## config.mk

```make
export PLATFORM = sky130hd
export DESIGN_NAME = cart_bank_xlate
export DESIGN_NICKNAME = d
export VERILOG_FILES = /design/src/rtl/cbx_pkg.sv /design/src/rtl/cbx_prg_map.sv /design/src/rtl/cbx_chr_map.sv /design/src/rtl/cbx_ram_map.sv /design/src/rtl/cart_bank_xlate.sv
export SDC_FILE = /design/constraint.sdc
export NUM_CORES = 1
export LEC_CHECK = 0
export CAP_MARGIN = 15
export CORE_MARGIN = 8
export CORE_UTILIZATION = 45
export CTS_BUF_LIST = sky130_fd_sc_hd__clkbuf_8
export CTS_CLUSTER_SIZE = 14
export DETAILED_ROUTE_END_ITERATION = 10
export DONT_BUFFER_PORTS = 1
export HOLD_SLACK_MARGIN = 0.1
export MAX_ROUTING_LAYER = met4
export SYNTH_ARGS = -nofsm -noshare
export SYNTH_HDL_FRONTEND = slang
export SYNTH_SLANG_ARGS = --single-unit
```

## constraint.sdc

```tcl
create_clock -name clk -period 3.43 [get_ports clk]
set_input_delay 0.1715 -clock clk [delete_from_list [all_inputs] [get_ports clk]]
set_output_delay 0.1715 -clock clk [all_outputs]
set_load 0.01 [all_outputs]
```

## src/rtl/cbx_pkg.sv

```systemverilog
package cbx_pkg;
  localparam int CPU_AW  = 16;
  localparam int PPU_AW  = 14;
  localparam int REG_W   = 5;
  localparam int PBANK_W = 4;
  localparam int PRG_OFF = 14;
  localparam int CHR_OFF = 12;
  localparam int PRG_AW  = 1 + PBANK_W + PRG_OFF;
  localparam int CHR_AW  = REG_W + CHR_OFF;
  localparam int RBANK_W = 2;

  typedef enum logic [1:0] {
    MIR_ONE_LO = 2'd0,
    MIR_ONE_HI = 2'd1,
    MIR_VERT   = 2'd2,
    MIR_HORIZ  = 2'd3
  } mirror_e;

  typedef struct packed {
    logic [PRG_AW-1:0]  rom_addr;
    logic               rom_en;
    logic [CHR_AW-1:0]  chr_addr;
    logic               ram_en;
    logic [RBANK_W-1:0] ram_bank;
    logic               nt;
  } xlate_t;
endpackage

```

## src/rtl/cbx_prg_map.sv

```systemverilog
module cbx_prg_map
  import cbx_pkg::*;
(
  input  logic [CPU_AW-1:0] cpu_addr,
  input  logic [3:2]        mode,
  input  logic [REG_W-1:0]  prg_reg,
  input  logic              outer_bit,
  output logic [PRG_AW-1:0] rom_addr,
  output logic              rom_en
);
  localparam logic [PBANK_W-1:0] LAST_BANK = '1;
  logic             hi_win;
  logic [PBANK_W-1:0] bank;

  always_comb begin
    hi_win = cpu_addr[PRG_OFF];
    if (!mode[3]) begin
      bank = {prg_reg[PBANK_W-1:1], hi_win};
    end else if (mode[2]) begin
      bank = hi_win ? LAST_BANK : prg_reg[PBANK_W-1:0];
    end else begin
      bank = hi_win ? prg_reg[PBANK_W-1:0] : '0;
    end
    rom_addr = {outer_bit, bank, cpu_addr[PRG_OFF-1:0]};
    rom_en   = cpu_addr[CPU_AW-1];
  end
endmodule

```

## src/rtl/cbx_chr_map.sv

```systemverilog
module cbx_chr_map
  import cbx_pkg::*;
(
  input  logic [PPU_AW-1:0] ppu_addr,
  input  logic              split4k,
  input  logic [REG_W-1:0]  chr0_reg,
  input  logic [REG_W-1:0]  chr1_reg,
  input  logic [1:0]        mir,
  output logic [CHR_AW-1:0] chr_addr,
  output logic              nt
);
  logic [REG_W-1:0] page;
  logic             half;

  always_comb begin
    half = ppu_addr[CHR_OFF];
    if (split4k) page = half ? chr1_reg : chr0_reg;
    else         page = {chr0_reg[REG_W-1:1], half};
    chr_addr = {page, ppu_addr[CHR_OFF-1:0]};
    unique case (mirror_e'(mir))
      MIR_ONE_LO: nt = 1'b0;
      MIR_ONE_HI: nt = 1'b1;
      MIR_VERT:   nt = ppu_addr[10];
      MIR_HORIZ:  nt = ppu_addr[11];
      default:    nt = 1'b0;
    endcase
  end
endmodule

```

## src/rtl/cbx_ram_map.sv

```systemverilog
module cbx_ram_map
  import cbx_pkg::*;
(
  input  logic [CPU_AW-1:0]  cpu_addr,
  input  logic               ram_off,
  input  logic               force_on,
  input  logic               ram32k,
  input  logic [REG_W-1:0]   sel_chr,
  output logic               ram_en,
  output logic [RBANK_W-1:0] ram_bank
);
  always_comb begin
    ram_en   = (cpu_addr[CPU_AW-1:13] == 3'b011) && (!ram_off || force_on);
    ram_bank = ram32k ? sel_chr[3:2] : '0;
  end
endmodule

```

## src/rtl/cart_bank_xlate.sv

```systemverilog
module cart_bank_xlate
  import cbx_pkg::*;
#(
  parameter bit OUT_REG = 1'b1
) (
  input  logic                clk,
  input  logic                rst_n,
  input  logic [CPU_AW-1:0]   cpu_addr,
  input  logic [PPU_AW-1:0]   ppu_addr,
  input  logic [REG_W-1:0]    ctrl_reg,
  input  logic [REG_W-1:0]    chr0_reg,
  input  logic [REG_W-1:0]    chr1_reg,
  input  logic [REG_W-1:0]    prg_reg,
  input  logic                chr1_last,
  input  logic                big_prg,
  input  logic                ram32k,
  input  logic                ram_force_on,
  output logic [PRG_AW-1:0]   prg_rom_addr,
  output logic                prg_rom_en,
  output logic [CHR_AW-1:0]   chr_addr,
  output logic                prg_ram_en,
  output logic [RBANK_W-1:0]  prg_ram_bank,
  output logic                nt_bank
);
  // reset: asserted asynchronously, released on a clock edge
  logic [1:0] rst_pipe;
  logic       rst_sync_n;

  always_ff @(posedge clk or negedge rst_n) begin
    if (!rst_n) rst_pipe <= 2'b00;
    else        rst_pipe <= {rst_pipe[0], 1'b1};
  end
  assign rst_sync_n = rst_pipe[1];

  // the character register that feeds the outer bank and RAM bank
  logic [REG_W-1:0] sel_chr;
  logic             outer_bit;
  always_comb begin
    sel_chr   = (chr1_last && ctrl_reg[4]) ? chr1_reg : chr0_reg;
    outer_bit = big_prg & sel_chr[4];
  end

  xlate_t nx;

  cbx_prg_map u_prg (
    .cpu_addr  (cpu_addr),
    .mode      (ctrl_reg[3:2]),
    .prg_reg   (prg_reg),
    .outer_bit (outer_bit),
    .rom_addr  (nx.rom_addr),
    .rom_en    (nx.rom_en)
  );

  cbx_chr_map u_chr (
    .ppu_addr (ppu_addr),
    .split4k  (ctrl_reg[4]),
    .chr0_reg (chr0_reg),
    .chr1_reg (chr1_reg),
    .mir      (ctrl_reg[1:0]),
    .chr_addr (nx.chr_addr),
    .nt       (nx.nt)
  );

  cbx_ram_map u_ram (
    .cpu_addr (cpu_addr),
    .ram_off  (prg_reg[4]),
    .force_on (ram_force_on),
    .ram32k   (ram32k),
    .sel_chr  (sel_chr),
    .ram_en   (nx.ram_en),
    .ram_bank (nx.ram_bank)
  );

  xlate_t q;

  generate
    if (OUT_REG) begin : g_reg
      logic out_ce;
      logic loaded;
      assign out_ce = 1'b1;

      always_ff @(posedge clk or negedge rst_sync_n) begin
        if (!rst_sync_n)  q <= '0;
        else if (out_ce)  q <= nx;
      end

      always_ff @(posedge clk or negedge rst_sync_n) begin
        if (!rst_sync_n) loaded <= 1'b0;
        else             loaded <= 1'b1;
      end

      AST_ROM_EN_LAT: assert property (@(posedge clk) disable iff (!rst_sync_n)
        loaded |-> prg_rom_en == $past(cpu_addr[CPU_AW-1]));
      AST_RAM_BLOCKED: assert property (@(posedge clk) disable iff (!rst_sync_n)
        (loaded && $past(prg_reg[4] && !ram_force_on)) |-> !prg_ram_en);
      AST_NT_CONST_HI: assert property (@(posedge clk) disable iff (!rst_sync_n)
        (loaded && $past(ctrl_reg[1:0] == 2'd1)) |-> nt_bank);
      AST_HI_WIN_FIXED: assert property (@(posedge clk) disable iff (!rst_sync_n)
        (loaded && $past(ctrl_reg[3:2] == 2'b11 && cpu_addr[15:14] == 2'b11))
          |-> prg_rom_addr[17:14] == 4'hF);
      AST_CHR_PAIR: assert property (@(posedge clk) disable iff (!rst_sync_n)
        (loaded && $past(!ctrl_reg[4])) |-> chr_addr[12] == $past(ppu_addr[12]));
    end else begin : g_comb
      assign q = nx;
    end
  endgenerate

  assign prg_rom_addr = q.rom_addr;
  assign prg_rom_en   = q.rom_en;
  assign chr_addr     = q.chr_addr;
  assign prg_ram_en   = q.ram_en;
  assign prg_ram_bank = q.ram_bank;
  assign nt_bank      = q.nt;
endmodule

```

### Word level (Yosys, flattened, before mapping)

Index checks and enable logic that the tools add are counted.
W data, S select, Z words.

* output and inout port bits: 41
* register bits after elaboration: 43

* reductions and logical operators: 5
* equality and inequality tests: 4
* bitwise operators: 1
* mux-type cells: 9

Operator list (number)
* $mux W4: 4
* $mux W5: 3
* $eq A2 B2 Y1 const B: 2
* $pmux W1 S4: 1
* $eq A3 B2 Y1 const B: 1
* $eq A2 B1 Y1 const B: 1
* $logic_and A1 B1 Y1: 2
* $logic_not A2 Y1: 1
* $mux W2: 1
* $and A1 B1 Y1: 1
* $logic_not A1 Y1: 1
* $logic_or A1 B1 Y1: 1

### Longest topological paths before layout

Gate-level depths: netlist of run 1.

* depth after elaboration: 3
* depth in mapped cells: 2
* depth with buffers taken out: 2

### Hierarchy

From an unflattened synthesis of run 1, not the netlist that was laid out.

* cells, all modules: 111
* area, all modules: 1596.5 µm²

By module, submodules not included
* cart_bank_xlate: area an instance 1159.9 µm², cells each 53, instances 1, seq. area each 1076.0 µm²
* cbx_prg_map: area an instance 210.2 µm², cells each 31, instances 1, seq. area each 0.0 µm²
* cbx_chr_map: area an instance 186.4 µm², cells each 22, instances 1, seq. area each 0.0 µm²
* cbx_ram_map: area an instance 40.0 µm², cells each 5, instances 1, seq. area each 0.0 µm²

### Worst setup path after synthesis of run 1

Ideal clock, no wire load.

* path type: in2reg
* start point: input ppu_addr[12]
* end point: register q, in the netlist chr_addr[13]
* arrival: 0.544 ns
* required time: 3.305 ns
* path slack: 2.761 ns
* cell stages on the path: 2
* setup time: 0.125 ns
* cells stage by stage: nand2_4 mux2_4

RTL lines
* from (decl): RTL line cart_bank_xlate.sv:9 `input logic [PPU_AW-1:0] ppu_addr,`
* to (signal assigned): RTL line cart_bank_xlate.sv:84 `else if (out_ce) q <= nx;`
* to (decl): RTL line cart_bank_xlate.sv:74 `xlate_t q;`

==> results.yml, run 1 <==
sta:
  fin_crit_ns: 1.39
  layout_worst_path_cycle_share_pct: 40.6
  worst_slack_ns: 2.04
  grt_setup_unrepaired: "no"
  final_hold_viol_count: 0
  worst_slew_margin_rel_pct: 45.0
  worstMarginPinSlew_ns: 0.825
  maxClockFrequency_mhz: 718
  finalMaxSlewViolations: 0
  finalSetupViolations: 0
  setup_tns_ns: 0
  clock_tree_skew_after_final_layout_ns: 0.00618
yosys:
  synth_cells: 81
  ys_seq_elements: 43
  synth-seq-area-share_pct: 80.3
  yosys_warnings: 0
  postSynthAreaPerCell_um2: 16.5
  ys_types: 15
  synth_cell_area_um2: 1340
  mappedNetlistNets: 137
critical_path:
  crit_path_start_kind: "input pin"
  crit-reg2reg-launch: "rst_pipe[1]"
  timing.critical_path.required_ns: 3.60
  regToRegSetupSlack_ns: 2.53
  critical_path_peak_fanout: 4
  setup.worst_path.class: "input pin to register"
  regToRegEndpoint: "prg_rom_addr[13]"
  reg2reg_depth: 0
  timing.critical_path.to_type: "register"
  crit_path_start: "cpu_addr[14]"
  timing.critical_path.arrival_ns: 1.57
layout:
  top_library_cells_by_usage_in_the_layout_fill_and_taps_aside: "dlygate4sd3_1, dfrtp_1, a21oi_1, inv_1, clkbuf_8"
  antenna_cells_inserted: 0
  multi_input_area_um2: 241
  final_common_cell: "dlygate4sd3_1"
  final_net_count: 193
  fillers: 204
  seq_area_um2: 1080
  area_growth_syn_to_layout_pct: 50.0
  drive_above_1_share_pct: 13.0
hold_path:
  worst_hold_path_type: "input pin to async pin"
detailed_routing:
  drc: 0
  route.detailed.vias_per_inst: 5.08
  routed-via-count: 869
  number_of_detailed_routing_iterations_run_before_antenna_repair: 4
  detailedRoute.firstIterationViolations: 16
  wirelength_um: 3530
  routedWlPerCell_um: 20.6
  drtAntennaViolNets: 0
placement:
  gpl.final_weighted_congestion: 0.729
  detailedPlacementHpwl_um: 2300
  dp_worst_setup_slack_ns: 2.46
  port-buffer-count: 0
cts:
  clock_insertion_delay_worst_skew_ns: 0.29
  htreeDepth: 2
  cts.hold.buffers_added: 49
  clock-root-buffer: "clkbuf_8"
  postCtsSetupBuffers: 0
  cts_buffers: 5
  clockBufferDepth: 2
  cts-resized-gates: 0
  clock-sinks: 43
  clk_pin_slew_worst_paths_ns: 0.08
  cts_tree: "yes"
status:
  result_of_the_run: "completed"
global_routing:
  grt_max_degree: 42
  grt_use_total_pct: 14.7
  first_global_vias: 1025
  grt_first_pass_wirelength_um: 5310
  grt_antenna_before_repair: 0
  leftover_overflow_at_the_end_of_global_routing: 0
power_and_ir_drop:
  pwr_density_cell_nw_per_um2: 550
  power_leakage_uw: 0.000908
  max-vdd-ir-drop_uv: 350
die:
  io-pin-count: 97
  core.rowCount: 20
  die_h_um: 70.6
  core-area_um2: 2950
  floorplan_die_area_um2: 4980
  die_w_um: 70.6
  initial_core_util_pct: 45.4
run:
  maxCapViolations: 0
report_power, final:
part | internal (uW) | leakage [uW] | switching, uW
registers | 536 | 0.000504 | 37.4
clock network | 290 | 0.0000644 | 164
logic | 55.8 | 0.000340 | 21.0
total | 882 | 0.000908 | 223
cell usage after synthesis (all sizes together):
master	n	share of area, %
a21oi	6	2.2
a31oi	1	0.47
nor2b	3	1.4
o21ba	1	0.75
and3	3	1.7
o21a	3	1.7
dfrtp	43	80
conb	1	0.28
a21boi	3	1.7
nand2	2	1.1
nor3	1	0.37
mux2	4	4.5
o22ai	4	1.9
inv	6	1.7
worst max-delay path by stage:
stage	depth (start not counted)	slack, ns	to
2_1_floorplan	0	2.14	chr_addr[0]
3_3_place_gp	0	2.49	prg_rom_addr[16]
3_5_place_dp	0	2.46	prg_rom_addr[13]
4_1_cts	4	2.08	prg_rom_addr[16]
5_1_grt	4	2.01	prg_rom_addr[16]
6_report	4	2.04	prg_rom_addr[16]
state kept, by name, summed over array words and instances (netlist names):
name,cells
rst_pipe,2
prg_ram_bank,2
prg_rom_addr,19
prg_ram_en,1
prg_rom_en,1
chr_addr,17
nt_bank,1
routing by layer:
metal  global-route usage (%)  wire length (um)  share of wire [%]  vias up
li1                         -                 -                  -      380
met1                     13.1              1200                 34      419
met2                     26.3              1910                 54       63
met3                     6.36               346                9.8        7
met4                     6.47                74                2.1        0
met5                        -                 0                  0        -
layout make-up:
| class | count | area share [%] |
|---|---|---|
| inverters | 6 | 1.12 |
| repair buffers | 49 | 24.4 |
| flip-flops and latches | 43 | 53.6 |
| multi-input cells | 32 | 12.0 |
| clock buffers | 5 | 3.42 |
| well taps | 33 | 2.05 |
| clock inverters | 3 | 3.36 |
per-stage QoR:
| step | cells | instance area, um2 | total power [uW] | hold WS (ns) | util, % |
|---|---|---|---|---|---|
| after floorplan | 81 | 1340 | 598 | -0.124 | - |
| after global placement | 114 | 1380 | 608 | -0.124 | 46.8 |
| after detailed placement | 114 | 1380 | 610 | -0.124 | 46.8 |
| after CTS | 171 | 2010 | 1110 | 0.104 | 68.1 |
| after global routing | 171 | 2010 | 1140 | 0.101 | 68.1 |
| final | 171 | 2010 | 1100 | 0.106 | 68.1 |
critical path, stage by stage:
cell	delay [ns]
dlygate4sd3_1	0.58
inv_1	0.14
o22ai_1	0.11
dlygate4sd3_1	0.57
logic make-up after synthesis:
family                 count (synthesis)  synth area share, %
other                                  1                0.280
buffers and inverters                  6                 1.68
multiplexers                           4                 4.48
flip-flops                            43                 80.3
AND/OR/NAND/NOR                        9                 4.57
AO/OA/AOI/OAI                         18                 8.68
Note: power is estimated with default switching activity, not from simulation.
==> run 2, diff against run 1 <==
- ABC_AREA: default -> 1
- clock period: 3.43 -> 1.3 ns (I/O delays scaled with it)
==> run 2 against run 1 <==
  * The flow now finishes with violations (negative setup slack)
  * Largest cell class unchanged
  * Sequential power grew to 2.6 times the previous value
  * Setup slack lost 2.1 ns
  * Register-to-register slack lost 1.9 ns
  * Clock-buffer cell count is the same
  * Critical path depth is the same
  * Flip-flop and latch count is the same
  * Utilization grew 7.7 points
  * Area after synthesis shrank 0.65%
  * Highest routed layer unchanged
  * Total power grew 130%
  * Clock power grew 66%
==> results.yml, run 2 <==
status:
  result_of_the_run: "finished with violations"
  violations: "negative setup slack"
sta:
  fin_crit_ns: 1.32
  final_hold_viol_count: 0
  clock_tree_skew_after_final_layout_ns: 0.00122
  maxClockFrequency_mhz: 758
  worst_slack_ns: -0.0194
  layout_worst_path_cycle_share_pct: 101
  worst_hold_slack_ns: 0.205
  finalMaxSlewViolations: 0
  finalSetupViolations: 2
yosys:
  ys_types: 12
  postSynthAreaPerCell_um2: 12.6
  yosys_warnings: 0
  synth_cells: 106
  number_of_flops_mapped_to_enable_cells_by_yosys: 0
  post-synth-top-count-cell: "dfrtp_1"
  mappedNetlistNets: 162
  synth_flop_cell: "dfrtp_1"
  post_synth_main_area_contributors: "dfrtp_1, nand2_1, inv_1"
  synth_cell_area_um2: 1330
  synth_top_area_share_pct: 80.8
  async_flop_share_pct: 100
  synth_commonest_cells: "dfrtp_1, nand2_1, inv_1"
  post-synth-top-area-cell: "dfrtp_1"
  synth-seq-area-share_pct: 80.8
  ys_seq_elements: 43
detailed_routing:
  routedWlPerCell_um: 20.2
  number_of_detailed_routing_iterations_run_before_antenna_repair: 4
  route.detailed.vias_per_inst: 5.08
  wirelength_um: 4210
  drtAntennaViolNets: 0
  routed-via-count: 1057
  drc: 0
  detailedRoute.firstIterationViolations: 20
cts:
  clockBufferDepth: 2
  clock_insertion_delay_worst_skew_ns: 0.28
  cts_tree: "yes"
  clock-root-buffer: "clkbuf_8"
  htreeDepth: 2
  cts_buffers: 5
  clock-sinks: 43
  clk_pin_slew_worst_paths_ns: 0.07
power_and_ir_drop:
  power_leakage_uw: 0.00107
  power.clock.fraction_pct: 29.9
  pwr_density_cell_nw_per_um2: 1200
  p_comb_share_pct: 10.3
  power_spent_charging_and_discharging_nets_uw: 582
  power.share.switching_pct: 23.1
  max-vdd-ir-drop_uv: 1170
  intPower_uw: 1930
  power.share.sequential_pct: 59.7
global_routing:
  grt_first_pass_wirelength_um: 6580
  first_global_vias: 1237
  leftover_overflow_at_the_end_of_global_routing: 0
  grt_use_total_pct: 17.7
  grt_max_degree: 25
  grt_antenna_before_repair: 0
die:
  core.rowCount: 19
  die_h_um: 70.4
  core-area_um2: 2780
  die_w_um: 70.4
  io-pin-count: 97
  initial_core_util_pct: 47.9
  floorplan_die_area_um2: 4950
critical_path:
  critical_path_peak_fanout: 2
  timing.critical_path.required_ns: 1.52
  crit_chain: "dlygate4sd3_1 -> nand2_1 -> nor3_2 -> dlygate4sd3_1"
  crit-reg2reg-launch: "rst_pipe[1]"
  timing.critical_path.arrival_ns: 1.54
  timing.critical_path.to_type: "register"
  critPathSlowestCell: "dlygate4sd3_1"
  cp.depth: 4
  crit_path_start_kind: "input pin"
  cpMostUsedCell: "dlygate4sd3_1"
  regToRegEndpoint: "chr_addr[8]"
  setup.worst_path.class: "input pin to register"
  regToRegSetupSlack_ns: 0.65
  crit_buf_inv: 2
  critPathTopFamily: "buffers and inverters"
  reg2reg_depth: 1
  cpPeakStageDelay_ns: 0.58
placement:
  dp_worst_setup_slack_ns: 0.619
  detailedPlacementHpwl_um: 2310
  port-buffer-count: 0
  place.detailed.instances: 138
  post_dp_cell_area_um2: 1390
  gpl.final_weighted_congestion: 0.677
layout:
  top_library_cells_by_usage_in_the_layout_fill_and_taps_aside: "dlygate4sd3_1, dfrtp_1, nand2_1"
  multi_input_area_um2: 206
  largest_reg_flops: 19
  final_net_count: 232
  post-route-util_pct: 75.7
  area_growth_syn_to_layout_pct: 58.2
  fillers: 160
  seq_area_um2: 1080
  finish.cell_count_without_fillers: 208
  antenna_cells_inserted: 0
  drive_above_1_share_pct: 7.91
  postLayoutCellArea_um2: 2110
  final_common_cell: "dlygate4sd3_1"
run:
  maxCapViolations: 0
hold_path:
  worst_hold_path_type: "register to async pin"
-- run 2: metrics by stage --
step,total power (uW),setup TNS (ns)
2_1_floorplan,1570,0
3_3_place_gp,1610,0
3_5_place_dp,1610,0
4_1_cts,2520,0
5_1_grt,2640,-0.0306
6_report,2520,-0.0235
-- run 2: metal layers --
layer  GRT usage (%)  vias to the layer above  wire length, um  share of wire, %
met5               -                        -                0                 0
met1            17.4                      506             1510                36
li1                -                      451                -                 -
met2            29.3                       91             2150                51
met3            7.49                        9              450                11
met4            8.71                        0               95               2.3
-- run 2: cells by family (layout without fill, tap and decap cells) --
logic type             after synthesis  after routing  synth area share, %
AOI/OAI and AO/OA                    5              5                 1.88
other                                1              1                0.282
and+or+nand+nor                     42             42                 12.8
buffers and inverters               15             86                 4.23
DFF                                 43             43                 80.8
-- run 2: power groups by stage --
stage / sequential (uW) / clock [uW] / combinational [uW]
CTS: 1510 / 772 / 240
global route: 1520 / 839 / 286
floorplan: 1520 / 0 / 51.1
detailed placement: 1530 / 0 / 80.7
global placement: 1530 / 0 / 75.3
finish: 1500 / 754 / 260
-- run 2: how the worst max path moves through the flow --
| stage | slack (ns) | startpoint | end |
|---|---|---|---|
| 2_1_floorplan | 0.01 | rst_pipe[1] | chr_addr[0] |
| 3_5_place_dp | 0.62 | rst_pipe[1] | chr_addr[9] |
| 4_1_cts | 0.05 | ctrl_reg[4] | prg_ram_bank[1] |
| 6_report | -0.02 | cpu_addr[13] | prg_ram_en |
| 5_1_grt | -0.01 | cpu_addr[13] | prg_ram_en |
| 3_3_place_gp | 0.65 | rst_pipe[1] | chr_addr[10] |
-- run 2: what timing repair did --
action                                  4_1_cts  5_1_grt
setup buffers                                 0        2
gates resized for setup                       0        7
endpoints found under the hold margin        43        0
endpoints found under the setup margin        0        6
hold buffers                                 63        0
-- run 2: layout make-up --
type | count | area share (%)
Clock buffer | 5 | 3.27
Inverter | 15 | 2.67
Timing Repair Buffer | 63 | 30.7
Sequential cell | 43 | 51.2
Multi-Input combinational cell | 48 | 9.80
Tap cell | 31 | 1.84
Clock inverter | 3 | 0.594
